[src/rtl/epc_pkg.sv]
package epc_pkg;
  typedef enum logic [1:0] {
    TAKE_NONE  = 2'd0,
    TAKE_FAULT = 2'd1,
    TAKE_IRQ   = 2'd2
  } take_e;
endpackage

[src/rtl/epc_slot_track.sv]
module epc_slot_track #(
  parameter int PC_W        = 32,
  parameter int INSTR_BYTES = 4
) (
  input  logic            clk,
  input  logic            rst_n,
  input  logic            acc,
  input  logic            kill,
  input  logic [PC_W-1:0] pc,
  input  logic            is_br,
  input  logic            taken,
  input  logic [PC_W-1:0] tgt,
  input  logic            fault,
  output logic            in_slot,
  output logic [PC_W-1:0] br_pc,
  output logic [PC_W-1:0] succ_pc
);
  localparam logic [PC_W-1:0] STEP = PC_W'(INSTR_BYTES);

  logic            prev_br_q;
  logic            br_taken_q;
  logic [PC_W-1:0] br_pc_q;
  logic [PC_W-1:0] br_tgt_q;

  always_ff @(posedge clk) begin
    if (!rst_n) begin
      prev_br_q  <= 1'b0;
      br_taken_q <= 1'b0;
      br_pc_q    <= '0;
      br_tgt_q   <= '0;
    end else if (kill) begin
      prev_br_q <= 1'b0;
    end else if (acc) begin
      prev_br_q <= is_br & ~fault;
      if (is_br) begin
        br_taken_q <= taken;
        br_pc_q    <= pc;
        br_tgt_q   <= tgt;
      end
    end
  end

  assign in_slot = prev_br_q;
  assign br_pc   = br_pc_q;
  assign succ_pc = (prev_br_q && br_taken_q) ? br_tgt_q : pc + STEP;
endmodule

[src/rtl/epc_irq_gate.sv]
module epc_irq_gate (
  input  logic clk,
  input  logic rst_n,
  input  logic irq_req,
  input  logic take_any,
  input  logic take_irq,
  input  logic eret,
  output logic irq_live
);
  logic pend_q;
  logic en_q;

  always_ff @(posedge clk) begin
    if (!rst_n) begin
      pend_q <= 1'b0;
      en_q   <= 1'b1;
    end else begin
      pend_q <= (pend_q | irq_req) & ~take_irq;
      if (take_any)  en_q <= 1'b0;
      else if (eret) en_q <= 1'b1;
    end
  end

  assign irq_live = (pend_q | irq_req) & en_q;
endmodule

[src/rtl/epc_decide.sv]
module epc_decide
  import epc_pkg::*;
#(
  parameter int PC_W = 32
) (
  input  logic            acc,
  input  logic            fault,
  input  logic            is_br,
  input  logic            in_slot,
  input  logic            irq_live,
  input  logic [PC_W-1:0] pc,
  input  logic [PC_W-1:0] br_pc,
  input  logic [PC_W-1:0] succ_pc,
  output take_e           take,
  output logic [PC_W-1:0] save_pc,
  output logic            save_slot
);
  always_comb begin
    take      = TAKE_NONE;
    save_pc   = succ_pc;
    save_slot = 1'b0;
    if (acc && fault) begin
      take      = TAKE_FAULT;
      save_pc   = in_slot ? br_pc : pc;
      save_slot = in_slot;
    end else if (acc && !is_br && irq_live) begin
      take = TAKE_IRQ;
    end
  end
endmodule

[src/rtl/epc_unit.sv]
module epc_unit
  import epc_pkg::*;
#(
  parameter int              PC_W        = 32,
  parameter int              INSTR_BYTES = 4,
  parameter logic [PC_W-1:0] HANDLER_VEC = PC_W'(128)
) (
  input  logic            clk,
  input  logic            rst_n,
  input  logic            ret_valid,
  output logic            ret_ready,
  input  logic [PC_W-1:0] ret_pc,
  input  logic            ret_is_branch,
  input  logic            ret_taken,
  input  logic [PC_W-1:0] ret_target,
  input  logic            ret_fault,
  input  logic            irq_req,
  input  logic            eret,
  output logic            exc_taken,
  output logic [PC_W-1:0] exc_epc,
  output logic            exc_in_slot,
  output logic            redir_valid,
  output logic [PC_W-1:0] redir_pc
);
  logic            acc;
  logic            in_slot;
  logic [PC_W-1:0] br_pc;
  logic [PC_W-1:0] succ_pc;
  logic            irq_live;
  take_e           take;
  logic            take_any;
  logic            take_irq;
  logic [PC_W-1:0] save_pc;
  logic            save_slot;

  logic            exc_q;
  logic [PC_W-1:0] epc_q;
  logic            slot_q;
  logic            redir_q;
  logic [PC_W-1:0] rpc_q;

  assign ret_ready = ~redir_q & ~eret;
  assign acc       = ret_valid & ret_ready;
  assign take_any  = (take != TAKE_NONE);
  assign take_irq  = (take == TAKE_IRQ);

  epc_slot_track #(.PC_W(PC_W), .INSTR_BYTES(INSTR_BYTES)) u_track (
    .clk     (clk),
    .rst_n   (rst_n),
    .acc     (acc),
    .kill    (eret | (take == TAKE_FAULT)),
    .pc      (ret_pc),
    .is_br   (ret_is_branch),
    .taken   (ret_taken),
    .tgt     (ret_target),
    .fault   (ret_fault),
    .in_slot (in_slot),
    .br_pc   (br_pc),
    .succ_pc (succ_pc)
  );

  epc_irq_gate u_gate (
    .clk      (clk),
    .rst_n    (rst_n),
    .irq_req  (irq_req),
    .take_any (take_any),
    .take_irq (take_irq),
    .eret     (eret),
    .irq_live (irq_live)
  );

  epc_decide #(.PC_W(PC_W)) u_decide (
    .acc       (acc),
    .fault     (ret_fault),
    .is_br     (ret_is_branch),
    .in_slot   (in_slot),
    .irq_live  (irq_live),
    .pc        (ret_pc),
    .br_pc     (br_pc),
    .succ_pc   (succ_pc),
    .take      (take),
    .save_pc   (save_pc),
    .save_slot (save_slot)
  );

  always_ff @(posedge clk) begin
    if (!rst_n) begin
      exc_q   <= 1'b0;
      epc_q   <= '0;
      slot_q  <= 1'b0;
      redir_q <= 1'b0;
      rpc_q   <= '0;
    end else begin
      exc_q   <= take_any;
      redir_q <= take_any | eret;
      if (take_any) begin
        epc_q  <= save_pc;
        slot_q <= save_slot;
        rpc_q  <= HANDLER_VEC;
      end else if (eret) begin
        slot_q <= 1'b0;
        rpc_q  <= epc_q;
      end
    end
  end

  assign exc_taken   = exc_q;
  assign exc_epc     = epc_q;
  assign exc_in_slot = slot_q;
  assign redir_valid = redir_q;
  assign redir_pc    = rpc_q;
endmodule

[config.mk]
export PLATFORM = sky130hd
export DESIGN_NAME = epc_unit
export DESIGN_NICKNAME = d
export VERILOG_FILES = /design/src/rtl/epc_pkg.sv /design/src/rtl/epc_slot_track.sv /design/src/rtl/epc_irq_gate.sv /design/src/rtl/epc_decide.sv /design/src/rtl/epc_unit.sv
export SDC_FILE = /design/constraint.sdc
export NUM_CORES = 1
export LEC_CHECK = 0
export BUFFER_PORTS_ARGS = -buffer_cell sky130_fd_sc_hd__clkbuf_2
export CORE_ASPECT_RATIO = 0.7
export CORE_MARGIN = 10
export CORE_UTILIZATION = 49
export DETAILED_ROUTE_END_ITERATION = 10
export PLACE_DENSITY = 0.75
export RECOVER_POWER = 50
export SLEW_MARGIN = 20
export SYNTH_ARGS = -nofsm -noshare
export SYNTH_HDL_FRONTEND = slang
export SYNTH_SLANG_ARGS = --single-unit
[constraint.sdc]
create_clock -name clk -period 1.6 [get_ports clk]
set_input_delay 0.24 -clock clk [delete_from_list [all_inputs] [get_ports clk]]
set_output_delay 0.24 -clock clk [all_outputs]
set_load 0.02 [all_outputs]
==> results of run 1 <==
==> routing by layer <==
metal | wire length, um | track usage, %
met5 | 0 | 0
met4 | 153 | 4.520
met3 | 2925 | 10.27
met2 | 8260 | 30.97
met1 | 9636 | 33.14
==> state kept, by name, indices dropped and copies added, names as in the netlist, 32 cells and up <==
signal and cells:
redir_pc 32, u_track.br_pc 32, u_track.br_tgt_q 32, exc_epc 32
==> stage by stage <==
stage          hold WS (ns)  instances  instance area, um2
6_report            0.04192       1116                8199
5_1_grt             0.03622       1116                8199
4_1_cts             0.03504       1115                8160
3_5_place_dp         0.4463       1083                7587
3_3_place_gp         0.4419       1083                7587
2_1_floorplan        0.3760        757                6196
==> power groups by stage <==
stage | clock [mW] | sequential (mW) | combinational (mW)
2_1_floorplan | 0 | 3.61 | 0.366
3_3_place_gp | 0 | 3.58 | 0.816
3_5_place_dp | 0 | 3.58 | 0.826
4_1_cts | 3.74 | 3.51 | 0.835
5_1_grt | 3.91 | 3.52 | 0.926
6_report | 3.72 | 3.51 | 0.855
==> synthesized netlist by cell type, types with 4 or more instances <==
master    instances
o22ai_1           9
inv_1             8
a21boi_0          9
o21ai_0          19
and4_1            4
xor2_1           13
dfxtp_1         135
nor3_1           10
a222oi_1          6
mux2_2            5
buf_2            13
nor2_1           79
nand2_1         154
mux2i_1          65
o32ai_1           4
and3_1            7
clkbuf_1         41
nand4_1           8
a21oi_1          84
nand3_1          27
xnor2_1           9
o211ai_1          5
==> cell usage in the layout (no fill, tap or decap), drive strengths merged, types with 10 or more instances in the layout <==
| master | netlist | final |
|---|---|---|
| o21ai | 22 | 22 |
| dfxtp | 135 | 135 |
| nand4 | 10 | 10 |
| clkbuf | 41 | 158 |
| nand3 | 27 | 27 |
| buf | 15 | 82 |
| a21oi | 84 | 84 |
| nand2 | 154 | 154 |
| xor2 | 13 | 13 |
| mux2i | 65 | 65 |
| nor3 | 10 | 10 |
| inv | 9 | 13 |
| nor2 | 79 | 79 |
==> final cells by class <==
cell class | count | share of cell area (%)
multi-input cells | 557 | 40.30
clock buffers | 19 | 5.402
repair buffers | 221 | 16.94
well taps | 162 | 2.472
clock inverters | 13 | 1.480
flip-flops and latches | 135 | 32.99
inverters | 9 | 0.4120
==> critical path, cell delays in order, from the launching register on <==
cell      delay (ns)
dfxtp_2         0.34
nor3b_2         0.19
buf_4           0.15
nand2_1         0.09
buf_6           0.17
a222oi_1        0.36
o22ai_1         0.12
==> cell families after synthesis <==
logic type / share of synthesized area, %
fa+ha+maj: 0.2024
mux: 11.44
xor+xnor: 3.117
buf+inv: 4.211
simple gates: 22.51
compound gates: 14.80
flops: 43.72
==> what timing repair did <==
item,CTS,global route
cloned,0,0
setup buffers,0,1
endpoints found under the setup margin,11,58
pin swaps,1,6
gates resized for setup,3,23
==> final timing paths <==
kind                                        start                   end  slack [ns]  cells past startpoint
worst max-delay path                  redir_valid           exc_epc[25]        0.04                      6
worst min-delay path               ret_target[10]  u_track.br_tgt_q[10]        0.04                      3
worst max register to register        redir_valid           exc_epc[25]        0.04                      6
worst min register to register  u_track.br_pc[29]     u_track.br_pc[29]        0.45                      2
==> out/metrics.csv, run 1 <==
metric,value,unit
slew_viol_final,0,
leakage,3.284,nW
maximum_number_of_pins_on_one_net_before_global_route_repair,47,
critical_path.endpoint_type,flip-flop,
multiInputGateArea,3304,um2
placeableCoreArea,12380,um2
root_buffer,clkbuf_16,
synth.ff_latch_count,135,
cts_h_tree_lvls,4,
clock_tree.buffer_depth,2,
route.final.wire_length,20.98,mm
place_ws,-0.1545,ns
grt_overflow_total,0,
gp_routability_congestion,0.9433,
power.share.clock,46.0,%
tritoncts_clock_tree,built,
drtIter0Drc,592,
final_standard_cell_utilization_of_the_core,66.23,%
first_global_vias,5956,
min-delay-path-class,primary input to flip-flop,
post-route-min-period,1.564,ns
post_synth_num_cell_types,48,
rsz_0062_raised_after_global_routing,true,
seq_total_area_yosys,43.72,%
antenna_cells,0,
vias,6218,
timing_hold_violations_final,0,
wire_length_of_the_first_global_routing_pass,32.71,mm
power.total,8.089,mW
antenna_found_initial,0,
power.switching,2.101,mW
max_slew_margin,64.79,%
tns,0,ns
vias_per_cell,5.572,
ratio_of_total_power_to_cell_area,986.6,nW/um2
clock_sinks,135,
grtUsageTotal,23.12,%
fmax,0.6393,GHz
mapped_area,6181,um2
internal_power,5.988,mW
kind_of_critical_path,flip-flop to flip-flop,
synth-edff-count,0,
fp.dieArea,17580,um2
layout-area-overhead-vs-synth,32.65,%
synthTopCellsByArea,"dfxtp_1 44%, mux2i_1 11%, nand2_1 9.4%",
filler_cell_count,1051,
status,"finished, final reports clean",
remaining_drc_errors,0,
post_cts_hold_buffer_count,0,
setup_slack,0.03586,ns
yosys_most_used_dff,dfxtp_1,
numPortBuffers,139,
worst-slew-pin-transition,0.5282,ns
synth_top_area_share,43.72,%
cts.reportedPaths.clkPinSlew,0.06,ns
gate_count_post_synth,757,
vdd.ir_drop.worst,768.0,uV
post_detailed_route_wirelength_per_cell,18.80,um
setup_violators_final,0,
layout.area.seq,2705,um2
post-synth-top-area-cell,dfxtp_1,
die_height,114.0,um
critPathArrivalTime,1.85,ns
drive_gt1_share,26.00,%
cts_made_buffers,17,
critical_path_peak_fanout,14,
postSynth.asyncResetShare,0,%
max-cap-violations,0,
fin_worst_skew,0.006060,ns
pin_count,140,
hpwl,15.65,mm
nets,1014,
setup.worst_path.start_class,flip-flop,
drtAntennaViolNets,0,
syn_avg_cell_area,8.165,um2
clkLatencyLatePin,0.42,ns
drt_first_pass_iters,5,
starting_density_of_the_core,49.93,%
timing.final.crit_share,97.76,%
worstPathRequired,1.89,ns
chipWidth,154.2,um
yosys_warns,0,
number_of_nets_in_the_synthesized_netlist,830,
core.rowCount,34,
switching_share,25.97,%
power_frac_comb,10.6,%
seq_power_share,43.4,%
Power figures use the tool's default switching activity.
==> run 2, diff against run 1 <==
Settings changed: GPL_TIMING_DRIVEN from default to 0.
==> run 2 against run 1 <==
  * Largest cell class unchanged
  * Sequential cell count did not move
  * Routed wire length rose by 12%
  * The run now ends with setup timing left
  * Critical path depth rose by 1
  * Worst setup slack got worse by 0.074 ns
  * Sequential share of layout area fell by 0.91 points
  * Via count rose by 2.7%
==> out/metrics.csv, run 2 (synthesis gave the netlist of run 1 again) <==
metric,value,unit,change
layout.area.seq,2708,um2,was 2705 um2
setup_slack,-0.03808,ns,was 0.03586 ns
nets,1001,,was 1014
vias_per_cell,5.793,,was 5.572
clock_sinks,135,,unchanged
ratio_of_total_power_to_cell_area,1009,nW/um2,was 986.6 nW/um2
min-delay-path-class,primary input to flip-flop,,unchanged
filler_cell_count,1018,,was 1051
cts_h_tree_lvls,4,,unchanged
final_standard_cell_utilization_of_the_core,68.17,%,was 66.23%
setup.worst_path.start_class,flip-flop,,unchanged
route.final.wire_length,23.41,mm,was 20.98 mm
max_slew_margin,50.05,%,was 64.79%
critPathArrivalTime,1.98,ns,was 1.85 ns
fp.dieArea,17580,um2,unchanged
antenna_cells,0,,unchanged
maximum_number_of_pins_on_one_net_before_global_route_repair,17,,was 47
tritoncts_clock_tree,built,,unchanged
grt_overflow_total,0,,unchanged
routed-wl-met3,3.482,mm,was 2.925 mm
fin_worst_skew,0.008980,ns,was 0.006060 ns
cts_made_buffers,17,,unchanged
post_detailed_route_wirelength_per_cell,21.25,um,was 18.80 um
worst-slew-pin-transition,0.7493,ns,was 0.5282 ns
drtAntennaViolNets,0,,unchanged
gp_routability_congestion,0.9883,,was 0.9433
wire_length_of_the_first_global_routing_pass,33.98,mm,was 32.71 mm
mostFrequentLayoutCell,nand2_1,,unchanged
antenna_found_initial,0,,unchanged
leakage,3.265,nW,was 3.284 nW
top_layer_used,met4,,unchanged
remaining_drc_errors,0,,unchanged
violations,setup timing,,
chipWidth,154.2,um,unchanged
final.hold.worst_slack,0.03066,ns,was 0.04192 ns
kind_of_critical_path,flip-flop to flip-flop,,unchanged
post_cts_hold_buffer_count,0,,unchanged
vias,6384,,was 6218
fmax,0.6105,GHz,was 0.6393 GHz
placeableCoreArea,12380,um2,unchanged
critical_path.endpoint_type,flip-flop,,unchanged
cts.reportedPaths.clkPinSlew,0.06,ns,about the same
worstPathRequired,1.95,ns,was 1.89 ns
timing.final.crit_share,102.4,%,was 97.76%
power.total,8.519,mW,was 8.089 mW
finish.instance_area,8439,um2,was 8199 um2
die_height,114.0,um,unchanged
r2r.worst_path.cells,7,,was 6
pin_count,140,,unchanged
setup_violators_final,13,,was 0
vdd.ir_drop.worst,841.5,uV,was 768.0 uV
timing_hold_violations_final,0,,unchanged
numPortBuffers,136,,was 139
post-route-min-period,1.638,ns,was 1.564 ns
drtIter0Drc,778,,was 592
grtUsageTotal,24.40,%,was 23.12%
starting_density_of_the_core,49.93,%,unchanged
clock_tree.buffer_depth,2,,unchanged
slew_viol_final,0,,unchanged
drive_gt1_share,27.02,%,was 26.00%
place_ws,-0.6767,ns,was -0.1545 ns
multiInputGateArea,3622,um2,was 3304 um2
hpwl,16.61,mm,was 15.65 mm
max-cap-violations,0,,unchanged
status,"finished, violations left",,"was finished, final reports clean"
clkLatencyLatePin,0.42,ns,about the same
layout-area-overhead-vs-synth,36.54,%,was 32.65%
root_buffer,clkbuf_16,,unchanged
detailed_place.area,7079,um2,was 7587 um2
core.rowCount,34,,unchanged
critical_path_peak_fanout,6,,was 14
route.met2.wl,9.288,mm,was 8.260 mm
drt_first_pass_iters,5,,unchanged
layout_common_cells,"134 x nand2_1, 133 x dfxtp_1, 82 x clkbuf_1",,"was 152 x nand2_1, 133 x dfxtp_1, 99 x clkbuf_2"
first_global_vias,5815,,was 5956
rsz_0062_raised_after_global_routing,true,,unchanged
met1_length,10.40,mm,was 9.636 mm
min_delay_path_depth,3,,unchanged
## run 2: cell types whose count changed in the layout (fill, tap and decap cells not counted), sizes merged
cell      change
buf          -39
clkbuf       +24
clkinv        -3
inv           +3
bufinv        +2
clkinvlp      -1
## run 2: timing repair
| action | in CTS | in global routing |
|---|---|---|
| cloned | 0 | 7 |
| gates resized for setup | 74 | 136 |
| pin swaps | 4 | 33 |
| hold endpoints to repair | 0 | 0 |
| setup endpoints to repair | 134 | 120 |
| setup buffers | 4 | 8 |
## run 2: final timing paths
kind               startpoint  slack, ns              endpoint
max               redir_valid      -0.04     u_track.br_pc[29]
min            ret_target[14]       0.03  u_track.br_tgt_q[14]
max reg2reg       redir_valid      -0.04     u_track.br_pc[29]
min reg2reg  u_track.br_pc[9]       0.46      u_track.br_pc[9]
## run 2: where the power goes
| part | internal [mW] | switching, mW | total, mW |
|---|---|---|---|
| Clock | 2.49 | 1.63 | 4.12 |
| Sequential | 3.44 | 0.0693 | 3.51 |
| Combinational | 0.327 | 0.561 | 0.888 |
## run 2: per-stage QoR
| stage | TNS (ns) | instances |
|---|---|---|
| after global placement | -44.86 | 1055 |
| after global routing | -1.474 | 1102 |
| after detailed placement | -47.10 | 1055 |
| final | -0.1433 | 1102 |
| after floorplan | 0 | 757 |
| after CTS | 0 | 1088 |
## run 2: per-layer routing
layer  track usage (%)  vias up
li1                  -     2965
met1             35.58     2995
met2             32.59      396
met3             9.665       28
met4             5.148        0
met5                 0        -
## run 2: layout make-up
type / instances / area share [%]
Inverter: 9 / 0.4003
Multi-Input combinational cell: 557 / 42.92
Timing Repair Buffer: 155 / 10.01
Buffer: 53 / 4.937
Clock buffer: 17 / 5.041
Clock inverter: 14 / 2.209
Tap cell: 162 / 2.402
Sequential cell: 135 / 32.08
## run 2: critical path: stages, from the launching register on
cell       delay, ns
dfxtp_4         0.36
nor4b_4         0.25
buf_4           0.19
and2_4          0.23
buf_12          0.17
clkbuf_16       0.17
nand2_1         0.06
a21oi_1         0.12
==> run 3, diff against run 2 <==
Settings changed: CORE_UTILIZATION 49 to 45, PLACE_DENSITY 0.75 to 0.7.
==> run 3 against run 2 <==
  * Largest cell class unchanged
  * Critical endpoint is now u_track.br_tgt_q[0]
  * Utilization fell by 5.2 points
  * Maximum frequency rose by 1.9%
  * The run still ends with setup timing left
  * First-iteration DRC count rose by 15%
  * Routed wire length fell by 0.56%
  * Cell area fell by 0.61%
  * Combinational power barely moved
  * Power fell by 2.2%
==> out/metrics.csv, run 3 (synthesis gave the netlist of run 1 again) <==
metric,value,unit,change
vias_per_cell,5.693,,was 5.793
fp.dieArea,18900,um2,was 17580 um2
antenna_found_initial,0,,unchanged
clock_sinks,135,,unchanged
antenna_cells,0,,unchanged
critPathArrivalTime,1.97,ns,was 1.98 ns
layout_common_cells,"145 x nand2_1, 132 x dfxtp_1, 84 x clkbuf_1",,"was 134 x nand2_1, 133 x dfxtp_1, 82 x clkbuf_1"
vias,6444,,was 6384
drtIter0Drc,891,,was 778
drive_gt1_share,24.82,%,was 27.02%
mostFrequentLayoutCell,nand2_1,,unchanged
drt_first_pass_iters,6,,was 5
internal_power,5.977,mW,was 6.256 mW
post-route-min-period,1.607,ns,was 1.638 ns
slew_viol_final,0,,unchanged
grt_overflow_total,0,,unchanged
starting_density_of_the_core,46.43,%,was 49.93%
setup.worst_path.start_class,flip-flop,,unchanged
rsz_0062_raised_after_global_routing,true,,unchanged
post_detailed_route_wirelength_per_cell,20.57,um,was 21.25 um
cts.reportedPaths.clkPinSlew,0.07,ns,was 0.06 ns
power.switching,2.357,mW,was 2.263 mW
fin_worst_skew,0.009874,ns,was 0.008980 ns
setup_slack,-0.007296,ns,was -0.03808 ns
route.final.wire_length,23.28,mm,was 23.41 mm
critical_path.endpoint_type,flip-flop,,unchanged
wire_length_of_the_first_global_routing_pass,34.32,mm,was 33.98 mm
worst-slew-pin-transition,0.7534,ns,was 0.7493 ns
chipWidth,160.1,um,was 154.2 um
remaining_drc_errors,0,,unchanged
first_global_vias,5981,,was 5815
max_slew_margin,49.78,%,was 50.05%
maximum_number_of_pins_on_one_net_before_global_route_repair,17,,unchanged
numPortBuffers,136,,unchanged
power.share.clock,47.3,%,was 48.4%
min-delay-path-class,primary input to flip-flop,,unchanged
fmax,0.6222,GHz,was 0.6105 GHz
core.rowCount,35,,was 34
final.hold.worst_slack,0.02435,ns,was 0.03066 ns
pin_count,140,,unchanged
place_ws,-0.6874,ns,was -0.6767 ns
drtAntennaViolNets,0,,unchanged
hpwl,16.48,mm,was 16.61 mm
violations,setup timing,,unchanged
timing_hold_violations_final,0,,unchanged
worstPathRequired,1.96,ns,was 1.95 ns
grtUsageTotal,22.81,%,was 24.40%
clock_tree.buffer_depth,2,,unchanged
ratio_of_total_power_to_cell_area,993.7,nW/um2,was 1009 nW/um2
nets,1007,,was 1001
placeableCoreArea,13310,um2,was 12380 um2
tns,-0.009843,ns,was -0.1433 ns
critical_path_peak_fanout,8,,was 6
die_height,118.1,um,was 114.0 um
final_standard_cell_utilization_of_the_core,63.01,%,was 68.17%
layout-area-overhead-vs-synth,35.71,%,was 36.54%
gp_routability_congestion,0.9622,,was 0.9883
setup_violators_final,2,,was 13
kind_of_critical_path,flip-flop to flip-flop,,unchanged
max-cap-violations,0,,unchanged
leakage,3.191,nW,was 3.265 nW
vdd.ir_drop.worst,782.2,uV,was 841.5 uV
seq_power_share,42.1,%,was 41.2%
tritoncts_clock_tree,built,,unchanged
cts_made_buffers,17,,unchanged
power.total,8.335,mW,was 8.519 mW
root_buffer,clkbuf_16,,unchanged
post_cts_hold_buffer_count,0,,unchanged
status,"finished, violations left",,unchanged
timing.final.crit_share,100.5,%,was 102.4%
switching_share,28.28,%,was 26.56%
power_frac_comb,10.6,%,was 10.4%
clkLatencyLatePin,0.43,ns,was 0.42 ns
cts_h_tree_lvls,4,,unchanged
run 3: final timing paths:
path | depth (start not counted) | from | endpoint | slack, ns
setup / recovery | 7 | redir_valid | u_track.br_tgt_q[0] | -0.007
hold / removal | 3 | ret_target[23] | u_track.br_tgt_q[23] | 0.02
hold reg to reg | 2 | u_track.br_pc[31] | u_track.br_pc[31] | 0.46
setup reg to reg | 7 | redir_valid | u_track.br_tgt_q[0] | -0.007
run 3: through the flow:
| stage | cell area, um2 | instances |
|---|---|---|
| after CTS | 7961 | 1113 |
| after floorplan | 6196 | 757 |
| after global routing | 8388 | 1132 |
| after detailed placement | 7108 | 1078 |
| after global placement | 7108 | 1078 |
| final | 8388 | 1132 |
run 3: cell type report:
type / instances / area (um2)
fillers: 1212 / 4925
well taps: 185 / 231.5
inverters: 9 / 33.78
clock inverters: 15 / 156.4
flip-flops and latches: 135 / 2709
plain buffers: 54 / 429.2
clock buffers: 17 / 425.4
multi-input cells: 557 / 3542
repair buffers: 160 / 860.8
run 3: critical path: stages, from the launching register on:
cell and delay, ns:
dfxtp_4 0.37, nor4b_4 0.24, buf_4 0.19, and2_4 0.21, buf_12 0.18, clkbuf_16 0.17
nand2_1 0.07, a21oi_2 0.10
run 3: per-layer routing:
| metal | GRT usage (%) | vias to the layer above | part of all wire, % |
|---|---|---|---|
| met5 | 0 | - | 0 |
| met4 | 5.435 | 0 | 1.6 |
| met3 | 10.45 | 31 | 13 |
| met2 | 30.09 | 416 | 39 |
| met1 | 32.35 | 3010 | 46 |
| li1 | - | 2987 | - |
run 3: power by group through the flow:
stage	sequential, mW	combinational (mW)	clock, mW
floorplan	3.61	0.366	0
global placement	3.58	0.731	0
detailed placement	3.58	0.736	0
CTS	3.50	0.792	3.95
global route	3.52	0.949	4.10
finish	3.51	0.886	3.94
run 3: timing repair:
action	in CTS	in global routing
gates cloned	1	4
gates resized for setup	84	85
endpoints found under the setup margin	133	114
buffers inserted	4	15
hold endpoints to repair	0	0
pin swaps	3	23
